==> src/rtl/csr_pkg.sv <==
package csr_pkg;
  localparam int CTL_OFF = 0;
  localparam int STS_OFF = 1;
  localparam int TXC_OFF = 2;
  localparam int RXC_OFF = 5;

  typedef enum logic [2:0] {
    SEL_NONE,
    SEL_CTL,
    SEL_STS,
    SEL_TXC,
    SEL_RXC
  } regSelT;

  typedef struct packed {
    logic   wrCtl;
    logic   wrSts;
    logic   wrTxc;
    logic   wrRxc;
    logic   rdSts;
    logic   rdEn;
    regSelT rdSel;
    logic   swRstStart;
    logic   rstBusy;
  } csrStrobeT;
endpackage

==> src/rtl/csr_ctrl.sv <==
module csr_ctrl
  import csr_pkg::*;
#(
  parameter int ADDR_W      = 8,
  parameter int CLK_FREQ_HZ = 50_000_000,
  parameter int RST_US      = 10
) (
  input  logic              clk,
  input  logic              rstN,
  input  logic [ADDR_W-1:0] busAddr,
  input  logic              busWr,
  input  logic              busRd,
  input  logic              rstBitIn,
  output csrStrobeT         strobe
);
  localparam int RST_CYCLES = (CLK_FREQ_HZ / 1_000_000) * RST_US;
  localparam int CNT_W      = $clog2(RST_CYCLES + 1);

  regSelT          sel;
  logic [CNT_W-1:0] rstCnt;
  logic            busy;
  logic            startRst;

  always_comb begin
    if (busAddr == ADDR_W'(CTL_OFF))      sel = SEL_CTL;
    else if (busAddr == ADDR_W'(STS_OFF)) sel = SEL_STS;
    else if (busAddr == ADDR_W'(TXC_OFF)) sel = SEL_TXC;
    else if (busAddr == ADDR_W'(RXC_OFF)) sel = SEL_RXC;
    else                                  sel = SEL_NONE;
  end

  assign busy     = (rstCnt != '0);
  assign startRst = busWr && (sel == SEL_CTL) && rstBitIn && !busy;

  always_ff @(posedge clk or negedge rstN) begin
    if (!rstN)         rstCnt <= '0;
    else if (startRst) rstCnt <= CNT_W'(RST_CYCLES);
    else if (busy)     rstCnt <= rstCnt - CNT_W'(1);
  end

  always_comb begin
    strobe.wrCtl      = busWr && (sel == SEL_CTL);
    strobe.wrSts      = busWr && (sel == SEL_STS);
    strobe.wrTxc      = busWr && (sel == SEL_TXC);
    strobe.wrRxc      = busWr && (sel == SEL_RXC);
    strobe.rdSts      = busRd && (sel == SEL_STS);
    strobe.rdEn       = busRd;
    strobe.rdSel      = sel;
    strobe.swRstStart = startRst;
    strobe.rstBusy    = busy;
  end

  // a started reset is reported busy on the next cycle
  p_rst_start_r3: assert property (@(posedge clk) disable iff (!rstN)
    strobe.swRstStart |=> strobe.rstBusy);

  // the window cannot be restarted while it runs
  p_no_restart_r3: assert property (@(posedge clk) disable iff (!rstN)
    strobe.rstBusy |-> !strobe.swRstStart);
endmodule

==> src/rtl/csr_regs.sv <==
module csr_regs
  import csr_pkg::*;
(
  input  logic      clk,
  input  logic      rstN,
  input  csrStrobeT strobe,
  input  logic [7:0] wrData,
  input  logic      linkChangeEvt,
  input  logic      txDone1Evt,
  input  logic      txDone2Evt,
  output logic [7:0] rdData,
  output logic      loopbackEn,
  output logic      txRequest,
  output logic      crcDisPkt1,
  output logic      crcDisPkt2,
  output logic      rxHashAll,
  output logic      rxDropCrcErr,
  output logic      rxPassMcast
);
  logic linkRptEn, clrByW1Only, loopback;
  logic linkSt, tx1Done, tx2Done;
  logic txReq, crcDis1, crcDis2;
  logic hashAll, dropCrc, passMcast;
  logic tx1Clr, tx2Clr;
  logic [7:0] rdMux;

  // link-report enable survives the software reset
  always_ff @(posedge clk or negedge rstN) begin
    if (!rstN)             linkRptEn <= 1'b0;
    else if (strobe.wrCtl) linkRptEn <= wrData[6];
  end

  always_ff @(posedge clk or negedge rstN) begin
    if (!rstN) begin
      clrByW1Only <= 1'b0;
      loopback    <= 1'b0;
    end else if (strobe.swRstStart) begin
      clrByW1Only <= 1'b0;
      loopback    <= 1'b0;
    end else if (strobe.wrCtl) begin
      clrByW1Only <= wrData[5];
      loopback    <= wrData[1];
    end
  end

  // link-change status: enable turned off clears, set beats write-1 clear
  always_ff @(posedge clk or negedge rstN) begin
    if (!rstN)                              linkSt <= 1'b0;
    else if (strobe.wrCtl && !wrData[6])    linkSt <= 1'b0;
    else if (linkChangeEvt && linkRptEn)    linkSt <= 1'b1;
    else if (strobe.wrSts && wrData[5])     linkSt <= 1'b0;
  end

  assign tx1Clr = (strobe.wrSts && wrData[2]) || (strobe.rdSts && !clrByW1Only)
                  || strobe.swRstStart;
  assign tx2Clr = (strobe.wrSts && wrData[3]) || (strobe.rdSts && !clrByW1Only)
                  || strobe.swRstStart;

  always_ff @(posedge clk or negedge rstN) begin
    if (!rstN) begin
      tx1Done <= 1'b0;
      tx2Done <= 1'b0;
    end else begin
      if (txDone1Evt)  tx1Done <= 1'b1;
      else if (tx1Clr) tx1Done <= 1'b0;
      if (txDone2Evt)  tx2Done <= 1'b1;
      else if (tx2Clr) tx2Done <= 1'b0;
    end
  end

  always_ff @(posedge clk or negedge rstN) begin
    if (!rstN) begin
      txReq   <= 1'b0;
      crcDis1 <= 1'b0;
      crcDis2 <= 1'b0;
    end else if (strobe.swRstStart) begin
      txReq   <= 1'b0;
      crcDis1 <= 1'b0;
      crcDis2 <= 1'b0;
    end else if (strobe.wrTxc) begin
      txReq   <= wrData[0];
      crcDis1 <= wrData[1];
      crcDis2 <= wrData[3];
    end else if (txDone1Evt || txDone2Evt) begin
      txReq   <= 1'b0;
    end
  end

  always_ff @(posedge clk or negedge rstN) begin
    if (!rstN) begin
      hashAll   <= 1'b0;
      dropCrc   <= 1'b0;
      passMcast <= 1'b0;
    end else if (strobe.swRstStart) begin
      hashAll   <= 1'b0;
      dropCrc   <= 1'b0;
      passMcast <= 1'b0;
    end else if (strobe.wrRxc) begin
      hashAll   <= wrData[7];
      dropCrc   <= wrData[4];
      passMcast <= wrData[3];
    end
  end

  always_comb begin
    unique case (strobe.rdSel)
      SEL_CTL: rdMux = {1'b0, linkRptEn, clrByW1Only, 3'b000, loopback, strobe.rstBusy};
      SEL_STS: rdMux = {2'b00, linkSt, 1'b0, tx2Done, tx1Done, 2'b00};
      SEL_TXC: rdMux = {4'b0000, crcDis2, 1'b0, crcDis1, txReq};
      SEL_RXC: rdMux = {hashAll, 2'b00, dropCrc, passMcast, 3'b000};
      default: rdMux = 8'h00;
    endcase
  end

  always_ff @(posedge clk or negedge rstN) begin
    if (!rstN)            rdData <= 8'h00;
    else if (strobe.rdEn) rdData <= rdMux;
  end

  assign loopbackEn   = loopback;
  assign txRequest    = txReq;
  assign crcDisPkt1   = crcDis1;
  assign crcDisPkt2   = crcDis2;
  assign rxHashAll    = hashAll;
  assign rxDropCrcErr = dropCrc;
  assign rxPassMcast  = passMcast;

  p_link_gate_r5: assert property (@(posedge clk) disable iff (!rstN)
    (!linkRptEn && !linkSt) |=> !linkSt);

  p_en_off_clears_r7: assert property (@(posedge clk) disable iff (!rstN)
    (strobe.wrCtl && !wrData[6]) |=> !linkSt);

  p_set_wins_r10: assert property (@(posedge clk) disable iff (!rstN)
    (txDone1Evt || txDone2Evt) |=> ((tx1Done || !$past(txDone1Evt)) && (tx2Done || !$past(txDone2Evt))));

  p_req_selfclr_r11: assert property (@(posedge clk) disable iff (!rstN)
    (txReq && (txDone1Evt || txDone2Evt) && !strobe.wrTxc) |=> !txReq);

  p_unmapped_zero_r13: assert property (@(posedge clk) disable iff (!rstN)
    (strobe.rdEn && strobe.rdSel == SEL_NONE) |=> (rdData == 8'h00));
endmodule

==> src/rtl/net_csr_bank.sv <==
module net_csr_bank
  import csr_pkg::*;
#(
  parameter int ADDR_W      = 8,
  parameter int CLK_FREQ_HZ = 50_000_000,
  parameter int RST_US      = 10
) (
  input  logic              clk,
  input  logic              rstN,
  input  logic [ADDR_W-1:0] busAddr,
  input  logic [7:0]        busWrData,
  input  logic              busWr,
  input  logic              busRd,
  output logic [7:0]        busRdData,
  input  logic              linkChangeEvt,
  input  logic              txDone1Evt,
  input  logic              txDone2Evt,
  output logic              swResetOut,
  output logic              loopbackEn,
  output logic              txRequest,
  output logic              crcDisPkt1,
  output logic              crcDisPkt2,
  output logic              rxHashAll,
  output logic              rxDropCrcErr,
  output logic              rxPassMcast
);
  csrStrobeT strobe;

  csr_ctrl #(
    .ADDR_W(ADDR_W),
    .CLK_FREQ_HZ(CLK_FREQ_HZ),
    .RST_US(RST_US)
  ) u_ctrl (
    .clk(clk),
    .rstN(rstN),
    .busAddr(busAddr),
    .busWr(busWr),
    .busRd(busRd),
    .rstBitIn(busWrData[0]),
    .strobe(strobe)
  );

  csr_regs u_regs (
    .clk(clk),
    .rstN(rstN),
    .strobe(strobe),
    .wrData(busWrData),
    .linkChangeEvt(linkChangeEvt),
    .txDone1Evt(txDone1Evt),
    .txDone2Evt(txDone2Evt),
    .rdData(busRdData),
    .loopbackEn(loopbackEn),
    .txRequest(txRequest),
    .crcDisPkt1(crcDisPkt1),
    .crcDisPkt2(crcDisPkt2),
    .rxHashAll(rxHashAll),
    .rxDropCrcErr(rxDropCrcErr),
    .rxPassMcast(rxPassMcast)
  );

  assign swResetOut = strobe.rstBusy;
endmodule

==> config.mk <==
export PLATFORM = sky130hd
export DESIGN_NAME = net_csr_bank
export DESIGN_NICKNAME = d
export VERILOG_FILES = /design/src/rtl/csr_pkg.sv /design/src/rtl/csr_ctrl.sv /design/src/rtl/csr_regs.sv /design/src/rtl/net_csr_bank.sv
export SDC_FILE = /design/constraint.sdc
export NUM_CORES = 1
export LEC_CHECK = 0
export BUFFER_PORTS_ARGS = -buffer_cell sky130_fd_sc_hd__buf_2
export CORE_ASPECT_RATIO = 1.75
export CORE_UTILIZATION = 31
export CTS_BUF_LIST = sky130_fd_sc_hd__clkbuf_16
export CTS_CLUSTER_SIZE = 25
export DETAILED_ROUTE_END_ITERATION = 10
export PLACE_DENSITY = 0.6
export SYNTH_ARGS = -nofsm -noshare
export SYNTH_HDL_FRONTEND = slang
export SYNTH_SLANG_ARGS = --single-unit
==> constraint.sdc <==
create_clock -name clk -period 2.2 [get_ports clk]
set_clock_uncertainty 0.15 [all_clocks]
set_input_delay 0.11 -clock clk [delete_from_list [all_inputs] [get_ports clk]]
set_output_delay 0.11 -clock clk [all_outputs]
set_load 0.05 [all_outputs]
Yosys cells after proc, flatten, opt, wreduce, memory -nomap -nowiden
Index checks and enable logic that the tools add are counted.
{"block": "op_classes", "n_addsub": 1, "eq_ne": 7, "mux": 31, "n_reduce_logical": 31}
{"operator": "8-bit one-hot mux with 4 select lines", "count": 1}
{"operator": "1-bit two-way mux", "count": 24}
{"operator": "9-bit two-way mux", "count": 2}
{"operator": "1-bit logical AND", "count": 13}
{"operator": "3-bit two-way mux", "count": 4}
{"operator": "2-bit nonzero test", "count": 6}
{"operator": "9-bit nonzero test", "count": 1}
{"operator": "9-bit by 1-bit subtractor with 9-bit output (second input constant)", "count": 1}
{"operator": "8-bit by 1-bit equality test with 1-bit output (second input constant)", "count": 1}
{"operator": "8-bit by 2-bit equality test with 1-bit output (second input constant)", "count": 1}
{"operator": "8-bit by 3-bit equality test with 1-bit output (second input constant)", "count": 1}
{"operator": "8-bit logical NOT", "count": 1}
{"operator": "3-bit by 2-bit equality test with 1-bit output (second input constant)", "count": 2}
{"operator": "3-bit nonzero test", "count": 2}
{"operator": "1-bit logical OR", "count": 5}
{"operator": "3-bit by 1-bit equality test with 1-bit output (second input constant)", "count": 1}
{"operator": "3-bit equality test (second input constant)", "count": 1}
{"operator": "1-bit logical NOT", "count": 3}
{"block": "totals", "register_bits": 29, "input_bits": 23, "out_inout_bits": 16, "wordCells": 84}

Depth between registers and ports, before layout
{"block": "depth", "depth_word": 12, "ltp_mapped": 6, "ltp_nobuf": 6}

By module
From an unflattened synthesis, not the netlist that was laid out.
{"block": "unflattened", "hier_cells": 144, "hier_area_um2": 1493.9}
{"mod": "csr_regs", "n_inst": 1, "cells_each": 79, "area_per_inst_um2": 905.9, "seq_area_each_um2": 500.5}
{"mod": "csr_ctrl", "n_inst": 1, "cells_each": 65, "area_per_inst_um2": 588.1, "seq_area_each_um2": 225.2}

Worst setup path before layout
Ideal clock, no wire load.
{"block": "synth_path", "kind": "reg2reg", "from": "register u_ctrl.rstCnt[0]", "to": "register u_ctrl.rstCnt[0]", "setup_time_ns": 0.125, "t_arrival_ns": 1.786, "slack_ns": 0.139, "stages_incl_launch_ff": 7, "n_path_buf": 0, "cell_sequence": "dfrtp_1 > inv_1 > ha_1 > or3b_2 > nor3_4 > inv_2 > mux2_4"}
{"block": "synth_via", "elab_chain_cells": 4, "word_cells_on_any_way": 7, "cone_classes": "add/sub (1); mux (2); reduce/logical (4)"}
{"element": "from (decl)", "line": "csr_ctrl.sv:20", "text": "logic [CNT_W-1:0] rstCnt;"}
{"element": "from (signal assigned)", "line": "csr_ctrl.sv:37", "text": "else if (startRst) rstCnt <= CNT_W'(RST_CYCLES);"}
{"element": "from (signal assigned)", "line": "csr_ctrl.sv:38", "text": "else if (busy) rstCnt <= rstCnt - CNT_W'(1);"}
{"element": "9-bit nonzero test (*)", "line": "csr_ctrl.sv:32", "text": "assign busy = (rstCnt != '0);"}
{"element": "named net swResetOut", "line": "net_csr_bank.sv:18", "text": "output logic swResetOut,"}
{"element": "1-bit logical NOT", "line": "csr_ctrl.sv:33", "text": "assign startRst = busWr && (sel == SEL_CTL) && rstBitIn && !busy;"}
{"element": "1-bit logical AND", "line": "csr_ctrl.sv:33"}
{"element": "9-bit two-way mux / 2-bit nonzero test (equally long branches)"}
The timed path passes the listed nets; every way through them passes the cells marked *. The select of a mux whose other input is x is not followed.
A chain may end at the register's enable or synchronous reset.

Worst setup path in the final report
{"block": "layout_path", "from": "register u_ctrl.rstCnt[1]", "to": "register u_ctrl.rstCnt[3]"}
{"block": "layout_via", "elab_chain_cells": 4, "word_cells_on_any_way": 7, "cone_classes": "add/sub (1); mux (2); reduce/logical (4)"}
{"element": "parallel branches: the longest is 4 deep, another holds 9-bit by 1-bit subtractor with 9-bit output"}
Several ways; the timed one is not identified. The select of a mux whose other input is x is not followed.

==> summary.md <==
| Metric | Value |
|---|---|
| Outcome | finished, final reports clean |
| Period utilisation layout | 0.944 |
| CP cell instances | inv_1, ha_1, or3b_4, nor3_4, buf_4, or4_2, xnor2_1 |
| Slew HR | 0.552 |
| Req. time, crit path | 2210 ps |
| Clk sinks | 29 |
| Yosys top cell by area | dfrtp_1 |
| CP max stage delay | 550 ps |
| Count of different cell masters after synthesis | 39 |
| Largest net degree at the start of global routing | 30 |
| Gp weighted congestion | 0.813 |
| Chip width | 55.3 um |
| Syn nets | 184 |
| Mapped Cells | 160 |
| Vias | 1364 |
| Synth top area cells | dfrtp_1 (47%), o21ai_0 (5.2%), nand2_1 (4.6%), mux2i_1 (3.3%), inv_1 (3.2%) |
| Fmax | 0.481 GHz |
| Final non-filler cell total | 271 |
| EDFF count, synth | 0 |
| CP Launch Type | flop |
| RSZ-0062 raised after global routing | false |
| DRC Markers | 0 |
| CTS Buffer Depth | 2 |
| Levels on crit path | 7 |
| Crit path arrival time | 2090 ps |
| CP max stage cell | or4_2 |
| FILL cells | 493 |
| Crit path kind | flop to flop |
| Port buffer count | 38 |
| Crit end category | flop |
| Mean Syn Cell Area | 9.62 um^2 |
| Power Density | 658 nW/um^2 |
| Num ports | 39 |
| # nets final | 242 |
| Final WL | 3950 um |
| First-pass DRT Iterations | 4 |
| Number of global-route vias before repair | 1419 |
| # H-tree levels | 2 |
| Hold Vio Cnt, Final | 0 |
| Leakage | 0.948 nW |
| Worst Max-Slew Pin Slew | 671 ps |
| Remaining Overflow, GRT | 0 |
| Clock slew at reported path FFs | 50 ps |
| DIE AREA | 5260 um^2 |
| Warnings, synthesis | 0 |
| Crit path buffers/inverters | 2 |
| PnR worst setup slack | 122 ps |
| Post-Syn Area | 1540 um^2 |
| Starting Density | 0.327 |
| Hold/Removal Path Class | input port to flop |
| Core Util, Final | 0.440 |
| Clock tree from TritonCTS | done |
| Max IR drop VDD | 418 uV |
| Core ar. | 4710 um^2 |
| Primary FF master, synth | dfrtp_1 |
| Sequential area share after synthesis | 0.472 |
| Post-Place Cells | 250 |
| Pre-CTS setup slack | 159 ps |
| Row cnt | 33 |
| Share of cells above drive strength 1 | 0.301 |
| Seq cells post-synth | 29 |
| Area post-placement | 1800 um^2 |
| Area Growth Syn to Fin | 34.6% |
| Chip height | 95.2 um |
| Crit path max-delay family | simple AND/OR/NAND/NOR gates |
| Max Cap Viol | 0 |
| Power, Total | 1.36 mW |
| WL/cell | 14.6 um |
| Global-route wire length before repair | 6630 um |
| CP max FO | 6 |
| Diode count | 0 |
| Post-route minimum period | 2080 ps |
| HPWL after DPL | 2910 um |
| Initial antenna violation count | 0 |
| Max-slew violation count | 0 |
| Cell area after layout | 2070 um^2 |
| Vias per cell | 5.03 |
| CTS Buf Count | 5 |
| Area share of the largest cell type after synthesis | 0.472 |
| Initial DRC count | 32 |
| Total track usage | 0.165 |
| Final TNS setup | 0 ps |
| Synth async-reset ratio | 1.00 |
| Hold slack final | 12.1 ps |
| Root Driver | clkbuf_16 |
| R2R depth | 7 |
| Final Setup Violations | 0 |
| WHS Path Cells | 3 |
| Antenna viol nets, final | 0 |
| Clk Latency, worst-skew pair | 280 ps |
==> synthesized netlist by cell type, types with 2 or more instances <==
library cell and instances:
dfrtp_1 29, nand2_1 19, o21ai_0 16, inv_1 13, nor2_1 9, nand3_1 7
a21oi_1 6, o22ai_1 6, mux2i_1 5, nand2b_1 5, nor4_1 5, nor4b_1 4
clkbuf_1 3, nor3_1 3, nor2b_1 2, nor4_4 2, o21bai_1 2, or4_4 2
xnor2_1 2
==> logic make-up (layout without fill, tap and decap cells) <==
logic type | Yosys count | after routing | share of synthesized area
simple gates | 68 | 68 | 0.273
compound gates | 35 | 35 | 0.137
flops | 29 | 29 | 0.472
buf+inv | 18 | 77 | 0.0488
mux | 7 | 7 | 0.0496
xor+xnor | 2 | 2 | 0.0114
fa+ha+maj | 1 | 1 | 0.00813
==> power breakdown <==
part           internal, mW  switching (mW)
logic                0.0598          0.0859
registers             0.548         0.00911
clock network         0.413           0.247
==> cell type report <==
cell class | instances | area (um^2) | share of cell area
repair buffers | 55 | 345 | 0.167
clock inverters | 3 | 17.5 | 0.00845
multi-input cells | 113 | 741 | 0.357
inverters | 14 | 52.6 | 0.0254
clock buffers | 5 | 125 | 0.0604
flip-flops and latches | 29 | 726 | 0.350
well taps | 52 | 65.1 | 0.0314
==> worst register-to-register path, stage by stage, from the launching register on <==
cell and delay, ps:
dfrtp_1 370, inv_1 50, ha_1 210, or3b_4 280, nor3_4 50, buf_4 150, or4_2 550, xnor2_1 150
==> layer usage <==
layer / vias up / GRT usage / routed length (um)
li1: 683 / - / -
met1: 646 / 0.173 / 1570
met2: 29 / 0.311 / 2170
met3: 6 / 0.0407 / 144
met4: 0 / 0.0625 / 64
met5: - / 0 / 0
==> final timing paths <==
kind / start / end / slack [ps]
min in group asynchronous: rstN / u_ctrl.rstCnt[1]$_DFFE_PN0P_ / 260
worst max register to register: u_ctrl.rstCnt[1]$_DFFE_PN0P_ / u_ctrl.rstCnt[3]$_DFFE_PN0P_ / 120
worst min register to register: u_regs.loopbackEn$_DFFE_PN0P_ / u_regs.loopbackEn$_DFFE_PN0P_ / 360
max in group asynchronous: rstN / u_ctrl.rstCnt[7]$_DFFE_PN0P_ / 1200
worst min-delay path: busWrData[0] / u_regs.txRequest$_DFFE_PN0P_ / 10
worst max-delay path: u_ctrl.rstCnt[1]$_DFFE_PN0P_ / u_ctrl.rstCnt[3]$_DFFE_PN0P_ / 120
==> repair_timing <==
| action | in CTS | in global routing |
|---|---|---|
| pin swaps | 1 | 0 |
| endpoints found under the hold margin | 39 | 0 |
| endpoints found under the setup margin | 1 | 1 |
| setup buffers | 1 | 1 |
| gates resized for setup | 1 | 0 |
| hold buffers | 11 | 0 |
==> sequential cells by signal, summed over array words and instances (netlist names) <==
signal,count
u_regs.crcDisPkt2,1
u_regs.rxHashAll,1
u_regs.rxDropCrcErr,1
u_regs.rxPassMcast,1
u_regs.clrByW1Only,1
u_ctrl.rstCnt,9
u_regs.tx2Done,1
u_regs.tx1Done,1
u_regs.linkRptEn,1
u_regs.loopbackEn,1
u_regs.rdData,8
u_regs.txRequest,1
u_regs.crcDisPkt1,1
u_regs.linkSt,1
==> cells in the final DEF, fill, tap and decap left out, types with 6 or more instances in the layout <==
master	instances
buf_2	38
a21oi_1	6
o22ai_1	6
nand2_1	19
inv_1	13
dfrtp_1	29
nor2_1	9
o21ai_0	16
buf_4	6
dlygate4sd3_1	11
nand3_1	7
No activity file was read; power rests on OpenSTA's default activity.
